[src/rtl/bpred_pkg.sv]
package bpred_pkg;

  typedef enum logic [1:0] {
    CTR_STRONG_NT = 2'b00,
    CTR_WEAK_NT   = 2'b01,
    CTR_WEAK_T    = 2'b10,
    CTR_STRONG_T  = 2'b11
  } ctr_e;

  localparam ctr_e CTR_RESET = CTR_WEAK_NT;

  // Saturating step of a direction counter toward the observed outcome.
  function automatic ctr_e ctr_step(input ctr_e cur, input logic taken);
    ctr_e res;
    res = cur;
    if (taken) begin
      if (cur != CTR_STRONG_T) res = ctr_e'(cur + 2'b01);
    end else begin
      if (cur != CTR_STRONG_NT) res = ctr_e'(cur - 2'b01);
    end
    return res;
  endfunction

  function automatic logic ctr_predicts_taken(input ctr_e cur);
    return cur[1];
  endfunction

endpackage

[src/rtl/bpred_dir_table.sv]
module bpred_dir_table
  import bpred_pkg::*;
#(
  parameter int IDX_W = 4
) (
  input  logic             clk,
  input  logic             rst_n,
  input  logic [IDX_W-1:0] rd_idx,
  output ctr_e             rd_ctr,
  input  logic             wr_en,
  input  logic [IDX_W-1:0] wr_idx,
  input  logic             wr_taken
);

  localparam int DEPTH = 1 << IDX_W;

  ctr_e ctr_q [DEPTH];
  ctr_e ctr_d [DEPTH];
  logic ctr_en [DEPTH];

  genvar gi;
  generate
    for (gi = 0; gi < DEPTH; gi++) begin : g_slot
      always_comb begin
        ctr_en[gi] = wr_en && (wr_idx == IDX_W'(gi));
        ctr_d[gi]  = ctr_step(ctr_q[gi], wr_taken);
      end

      always_ff @(posedge clk or negedge rst_n) begin
        if (!rst_n) begin
          ctr_q[gi] <= CTR_RESET;
        end else if (ctr_en[gi]) begin
          ctr_q[gi] <= ctr_d[gi];
        end
      end
    end
  endgenerate

  // Read returns the registered value: a same-cycle write is seen next cycle.
  assign rd_ctr = ctr_q[rd_idx];

endmodule

[src/rtl/bpred_target_cache.sv]
module bpred_target_cache #(
  parameter int PC_W  = 32,
  parameter int IDX_W = 4
) (
  input  logic            clk,
  input  logic            rst_n,
  input  logic [PC_W-1:0] rd_pc,
  output logic            rd_hit,
  output logic [PC_W-1:0] rd_target,
  input  logic            wr_en,
  input  logic [PC_W-1:0] wr_pc,
  input  logic [PC_W-1:0] wr_target
);

  localparam int DEPTH = 1 << IDX_W;
  localparam int LSB   = 2;
  localparam int TAG_W = PC_W - IDX_W - LSB;

  logic [DEPTH-1:0] vld_q;
  logic [TAG_W-1:0] tag_q [DEPTH];
  logic [PC_W-1:0]  tgt_q [DEPTH];
  logic [DEPTH-1:0] slot_en;

  logic [IDX_W-1:0] rd_idx;
  logic [TAG_W-1:0] rd_tag;
  logic [IDX_W-1:0] wr_idx;
  logic [TAG_W-1:0] wr_tag;

  assign rd_idx = rd_pc[IDX_W+LSB-1:LSB];
  assign rd_tag = rd_pc[PC_W-1:IDX_W+LSB];
  assign wr_idx = wr_pc[IDX_W+LSB-1:LSB];
  assign wr_tag = wr_pc[PC_W-1:IDX_W+LSB];

  genvar gi;
  generate
    for (gi = 0; gi < DEPTH; gi++) begin : g_slot
      assign slot_en[gi] = wr_en && (wr_idx == IDX_W'(gi));

      // Valid bit needs reset; tag and target are qualified by it.
      always_ff @(posedge clk or negedge rst_n) begin
        if (!rst_n) begin
          vld_q[gi] <= 1'b0;
        end else if (slot_en[gi]) begin
          vld_q[gi] <= 1'b1;
        end
      end

      always_ff @(posedge clk) begin
        if (slot_en[gi]) begin
          tag_q[gi] <= wr_tag;
          tgt_q[gi] <= wr_target;
        end
      end
    end
  endgenerate

  always_comb begin
    rd_hit    = vld_q[rd_idx] && (tag_q[rd_idx] == rd_tag);
    rd_target = tgt_q[rd_idx];
  end

endmodule

[src/rtl/bpred_next_pc.sv]
module bpred_next_pc #(
  parameter int              PC_W     = 32,
  parameter logic [PC_W-1:0] RESET_PC = '0
) (
  input  logic            clk,
  input  logic            rst_n,
  input  logic            pred_hit,
  input  logic            pred_taken,
  input  logic [PC_W-1:0] pred_target,
  input  logic            redirect,
  input  logic [PC_W-1:0] redirect_pc,
  output logic [PC_W-1:0] pc
);

  localparam logic [PC_W-1:0] STEP = PC_W'(4);

  logic [PC_W-1:0] pc_q;
  logic [PC_W-1:0] pc_d;

  always_comb begin
    if (redirect) begin
      pc_d = redirect_pc;
    end else if (pred_hit && pred_taken) begin
      pc_d = pred_target;
    end else begin
      pc_d = pc_q + STEP;
    end
  end

  always_ff @(posedge clk or negedge rst_n) begin
    if (!rst_n) begin
      pc_q <= RESET_PC;
    end else begin
      pc_q <= pc_d;
    end
  end

  assign pc = pc_q;

endmodule

[src/rtl/bpred_unit.sv]
module bpred_unit
  import bpred_pkg::*;
#(
  parameter int              PC_W     = 32,
  parameter int              IDX_W    = 4,
  parameter logic [PC_W-1:0] RESET_PC = '0
) (
  input  logic            clk,
  input  logic            rst_n,
  input  logic            upd_valid,
  input  logic [PC_W-1:0] upd_pc,
  input  logic            upd_taken,
  input  logic [PC_W-1:0] upd_target,
  input  logic            upd_mispredict,
  output logic [PC_W-1:0] fetch_pc,
  output logic            pred_hit,
  output logic            pred_taken,
  output logic [PC_W-1:0] pred_target,
  output logic            flush
);

  localparam int              LSB  = 2;
  localparam logic [PC_W-1:0] STEP = PC_W'(4);

  // Reset: asserted asynchronously, released on a clock edge.
  logic rst_meta_n;
  logic rst_sync_n;

  always_ff @(posedge clk or negedge rst_n) begin
    if (!rst_n) begin
      rst_meta_n <= 1'b0;
      rst_sync_n <= 1'b0;
    end else begin
      rst_meta_n <= 1'b1;
      rst_sync_n <= rst_meta_n;
    end
  end

  logic [IDX_W-1:0] look_idx;
  logic [IDX_W-1:0] upd_idx;
  ctr_e             look_ctr;
  logic             cache_hit;
  logic [PC_W-1:0]  cache_tgt;
  logic             redirect;
  logic [PC_W-1:0]  redirect_pc;

  assign look_idx = fetch_pc[IDX_W+LSB-1:LSB];
  assign upd_idx  = upd_pc[IDX_W+LSB-1:LSB];

  bpred_dir_table #(
    .IDX_W (IDX_W)
  ) u_dir (
    .clk      (clk),
    .rst_n    (rst_sync_n),
    .rd_idx   (look_idx),
    .rd_ctr   (look_ctr),
    .wr_en    (upd_valid),
    .wr_idx   (upd_idx),
    .wr_taken (upd_taken)
  );

  bpred_target_cache #(
    .PC_W  (PC_W),
    .IDX_W (IDX_W)
  ) u_cache (
    .clk       (clk),
    .rst_n     (rst_sync_n),
    .rd_pc     (fetch_pc),
    .rd_hit    (cache_hit),
    .rd_target (cache_tgt),
    .wr_en     (upd_valid && upd_taken),
    .wr_pc     (upd_pc),
    .wr_target (upd_target)
  );

  always_comb begin
    redirect    = upd_valid && upd_mispredict;
    redirect_pc = upd_taken ? upd_target : (upd_pc + STEP);
  end

  bpred_next_pc #(
    .PC_W     (PC_W),
    .RESET_PC (RESET_PC)
  ) u_npc (
    .clk         (clk),
    .rst_n       (rst_sync_n),
    .pred_hit    (pred_hit),
    .pred_taken  (pred_taken),
    .pred_target (pred_target),
    .redirect    (redirect),
    .redirect_pc (redirect_pc),
    .pc          (fetch_pc)
  );

  always_comb begin
    pred_hit    = cache_hit;
    pred_taken  = ctr_predicts_taken(look_ctr);
    pred_target = cache_hit ? cache_tgt : (fetch_pc + STEP);
    flush       = redirect;
  end

endmodule

[config.mk]
export PLATFORM = sky130hd
export DESIGN_NAME = bpred_unit
export DESIGN_NICKNAME = d
export VERILOG_FILES = /design/src/rtl/bpred_pkg.sv /design/src/rtl/bpred_dir_table.sv /design/src/rtl/bpred_target_cache.sv /design/src/rtl/bpred_next_pc.sv /design/src/rtl/bpred_unit.sv
export SDC_FILE = /design/constraint.sdc
export NUM_CORES = 1
export LEC_CHECK = 0
export BUFFER_PORTS_ARGS = -buffer_cell sky130_fd_sc_hd__buf_2
export CORE_ASPECT_RATIO = 1.75
export CORE_MARGIN = 3
export CORE_UTILIZATION = 25
export CTS_CLUSTER_DIAMETER = 120
export CTS_CLUSTER_SIZE = 12
export DETAILED_ROUTE_END_ITERATION = 12
export PLACE_DENSITY = 0.38
export SYNTH_ARGS = -nofsm -noshare
export SYNTH_HDL_FRONTEND = slang
export SYNTH_SLANG_ARGS = --single-unit
[constraint.sdc]
create_clock -name clk -period 3.3 [get_ports clk]
set_input_delay 0.165 -clock clk [delete_from_list [all_inputs] [get_ports clk]]
set_output_delay 0.165 -clock clk [all_outputs]
set_load 0.03 [all_outputs]
==> results list <==
- After clock tree synthesis, the clock-pin slew on the worst setup and hold paths is 0.07 ns.
- Worst-skew pair later-pin latency: 0.71 ns
- For this run, the top clock speed supported by timing is 223 MHz.
* Top fanout value on the critical path: 31
* Wire length of the first global-routing pass: 205000 um
* Die Wd: 316 um
- In the global route stage, met1 resource usage came out at 21.1%.
- At the end of routability-driven placement, the weighted congestion stood at 0.805.
* Number of synthesized register bits: 1010
- FP Rows: 198
- The setup path with the least slack is of type register to output port.
- When the netlist entered floorplanning its net count stood at 2346.
* Type of the tightest min-delay check: primary input to register
* Netlist Area Pre-Place: 0.0421 mm^2
- Final Hold Fails: 0
- After detailed routing, the average wire length per cell comes to 29.8 um.
- The flow ran to the end, but the final reports show violations.
- Total congestion overflow: 0
* Setup ws final: -1.19 ns
- Global routing used 2.69% of the available met3 tracks.
- Global routing used 17.0% of the available tracks across all layers.
- Entering global routing, the biggest net connects 78 pins.
* Post-detailed-route count of antenna-violating nets: 0
- The final reports fail on negative setup slack.
- Total length of routed wires: 148000 um
* Root buffer selected by CTS: sky130_fd_sc_hd__clkbuf_16
* Data required time at the worst endpoint: 3.13 ns
- Fraction of synthesis flops using an asynchronous set or reset pin: 8.12%
- Of the cells placed in the final design, the portion with a size suffix greater than 1 is 32.3%.
* Pre-Repair DR Iteration Count: 7
- Post-Synthesis Mean Instance Area: 18.5 um^2
* Final critical-path share of the clock period: 136%
* Layout area overhead: 22.0%
* Ranking of synthesized cells by instance count: sky130_fd_sc_hd__edfxtp_1, sky130_fd_sc_hd__mux4_2, sky130_fd_sc_hd__nand2_1
* Pins over their slew limit: 0
- The initial antenna violation count was 14.
- Summing all non-filler instances in the final layout gives an area of 0.0513 mm^2.
* Post-synth top flop: sky130_fd_sc_hd__edfxtp_1
* Max-Slew Margin vs Limit: 40.3%
- The biggest area contributor in the post-synthesis netlist is sky130_fd_sc_hd__edfxtp_1.
- Setup violations remaining at the end of the flow were counted as 66.
- Summing internal, switching and leakage power gives 35.4 mW.
- Once placement finished, the instance area stood at 0.0476 mm^2.
* Area fraction of the dominant cell type after synthesis: 66.2%
- At the pin with the least slew margin, the transition time is 0.889 ns.
* Number of clock buffers inserted by TritonCTS: 94
- The tool flagged a number of max-cap violations equal to 0.
- Leakage power: 17.0 nW
* Total DRC errors in the routed layout: 0
* Number of sinks handled by clock tree synthesis: 1010
* Area of the core: 0.167 mm^2
- Net count, final: 2792
- Detail-routed via count per cell: 4.75
- Post-route worst hold slack: 0.0453 ns
* Summed negative setup slack over all endpoints: -46.97 ns
- Across the routed clock network, the largest skew measured is 0.0393 ns.
- In this run the deepest clock path goes through 3 buffers.
- For met2 alone, demand over resource in global routing was 29.8%.
- H-Tree Depth: 3
- End-of-flow core utilization: 30.8%
- Yosys mapped a number of flops with a built-in enable equal to 928.
* Pwr Density: 689 mW/mm^2
- Final critical path time including I/O delays and setup: 4.49 ns
- Port buffering added 135 buffers.
* Unrepaired setup endpoints after global routing: yes
* Total number of vias: 23566
- The detailed router finished its first iteration with 1854 violations.
- Of the synthesized area, sequential elements account for 71.2%.
- Measured along the y axis, the die boundary spans 549 um.
- The die covers 0.173 mm^2.
- The HPWL after detailed placement is 97800 um.
- TritonCTS built the clock tree.
- Worst endpoint data arrival time: 4.33 ns
* Layer with the highest usage after global routing: met2
- Dominant cell by count in the synthesized netlist: sky130_fd_sc_hd__edfxtp_1
- IR Drop Worst-Case VDD: 0.000456 V
- CP Launch Type: register
* Number of standard cells after synthesis: 2272
- For this design the top-level I/O count stands at 136.
- After synthesis, the netlist uses 73 different library cells.
* Synth top area cells: sky130_fd_sc_hd__edfxtp_1, sky130_fd_sc_hd__mux4_2, sky130_fd_sc_hd__dfrtp_1
* Number of global-route vias before repair: 25212
- Yosys warning total: 0
- STA classifies the critical path endpoint as an output port.
- The initial utilization of the core area, before any placement, comes to 25.2%.
repair_timing:
action,in CTS,in global routing
hold buffers,62,0
cloned,2,0
pin swaps,3,3
gates resized for setup,72,9
buffers inserted,8,1
setup endpoints to repair,66,66
hold endpoints to repair,880,0
worst paths after layout:
check / startpoint / endpoint / slack, ns / depth (start not counted)
max: u_npc.pc[3] / pred_target[9] / -1.19 / 15
min: upd_pc[7] / u_cache.tag_q[9][1] / 0.05 / 2
max reg2reg: u_npc.pc[2] / u_npc.pc[2] / -0.33 / 13
min reg2reg: rst_sync_n / u_dir.ctr_q[15] / 0.35 / 0
max in group asynchronous: rst_sync_n / u_npc.pc[4] / 2.07 / 1
min in group asynchronous: rst_n / rst_sync_n / 0.33 / 3
cell type report:
cell class                 instances  area (um^2)
clock inverter                     8          155
inverter                          16         60.1
fill                           16266       115000
sequential                      1010        30000
multi-input combinational       1117        11700
timing repair buffer             479         4240
antenna                            5         12.5
clock buffer                     128         2480
tap                             2200         2750
critical path: stages, from the launching register on:
cell and delay, ns:
sky130_fd_sc_hd__dfrtp_4 0.58, sky130_fd_sc_hd__buf_6 0.16, sky130_fd_sc_hd__buf_12 0.15, sky130_fd_sc_hd__buf_4 0.14
sky130_fd_sc_hd__mux4_2 0.29, sky130_fd_sc_hd__nor2_1 0.30, sky130_fd_sc_hd__or4_1 0.20, sky130_fd_sc_hd__o31ai_1 0.09
sky130_fd_sc_hd__nor4_2 0.26, sky130_fd_sc_hd__buf_4 0.16, sky130_fd_sc_hd__and4_4 0.23, sky130_fd_sc_hd__and3_4 0.21
sky130_fd_sc_hd__o211ai_4 0.09, sky130_fd_sc_hd__buf_12 0.19, sky130_fd_sc_hd__mux2_4 0.33, sky130_fd_sc_hd__buf_4 0.17
power by group:
group | switching, mW | leakage (nW) | total [mW] | internal (mW)
Sequential | 0.371 | 9.26 | 14.7 | 14.3
Clock | 4.78 | 1.26 | 10.0 | 5.24
Combinational | 6.15 | 6.52 | 10.7 | 4.51
Total | 11.3 | 17.0 | 35.4 | 24.1
state kept, by name, summed over array words and instances (netlist names):
name and flops:
u_dir.ctr_q 32, u_cache.tag_q 416, u_cache.vld_q 16, u_cache.tgt_q 512
u_npc.pc 32, rst_meta_n 1, rst_sync_n 1
metal layers:
metal  share of wire (%)  vias to the layer above
met2                  51                      677
met4                 3.7                        8
met5               0.031                        -
met1                  41                    12622
met3                 4.4                      209
li1                    -                    10050
cell usage in the layout, fill, tap and decap left out, types with 16 or more instances in the layout:
master,count
sky130_fd_sc_hd__edfxtp_1,928
sky130_fd_sc_hd__mux4_2,248
sky130_fd_sc_hd__buf_4,248
sky130_fd_sc_hd__nand2_1,135
sky130_fd_sc_hd__mux2i_1,109
sky130_fd_sc_hd__buf_2,102
sky130_fd_sc_hd__clkbuf_16,94
sky130_fd_sc_hd__nor2_1,71
sky130_fd_sc_hd__a21oi_1,65
sky130_fd_sc_hd__dlygate4sd3_1,62
sky130_fd_sc_hd__dfrtp_1,61
sky130_fd_sc_hd__o21ai_0,53
sky130_fd_sc_hd__xnor2_1,49
sky130_fd_sc_hd__buf_12,47
sky130_fd_sc_hd__a22oi_1,39
sky130_fd_sc_hd__clkbuf_1,34
sky130_fd_sc_hd__nor3_1,32
sky130_fd_sc_hd__mux2_2,30
sky130_fd_sc_hd__xor2_1,22
sky130_fd_sc_hd__nand3_1,22
sky130_fd_sc_hd__or2_2,16
sky130_fd_sc_hd__dfstp_2,16
logic make-up (layout without fill, tap and decap cells):
family,count (synthesis),count (layout),synth area share [%]
buf+inv,145,631,1.81
mux,397,397,16.9
other cells,1,6,0.00891
flops,1010,1010,71.2
simple gates,402,402,4.69
xor+xnor,72,72,1.52
compound gates,240,240,3.71
fa+ha+maj,5,5,0.149
stage by stage:
step                cells  setup WS (ns)
CTS                  4957          -1.25
global placement     4749         -0.867
floorplan            2272         -0.478
finish               4963          -1.19
global route         4961          -1.29
detailed placement   4749         -0.862
Note: power is estimated with default switching activity, not from simulation.
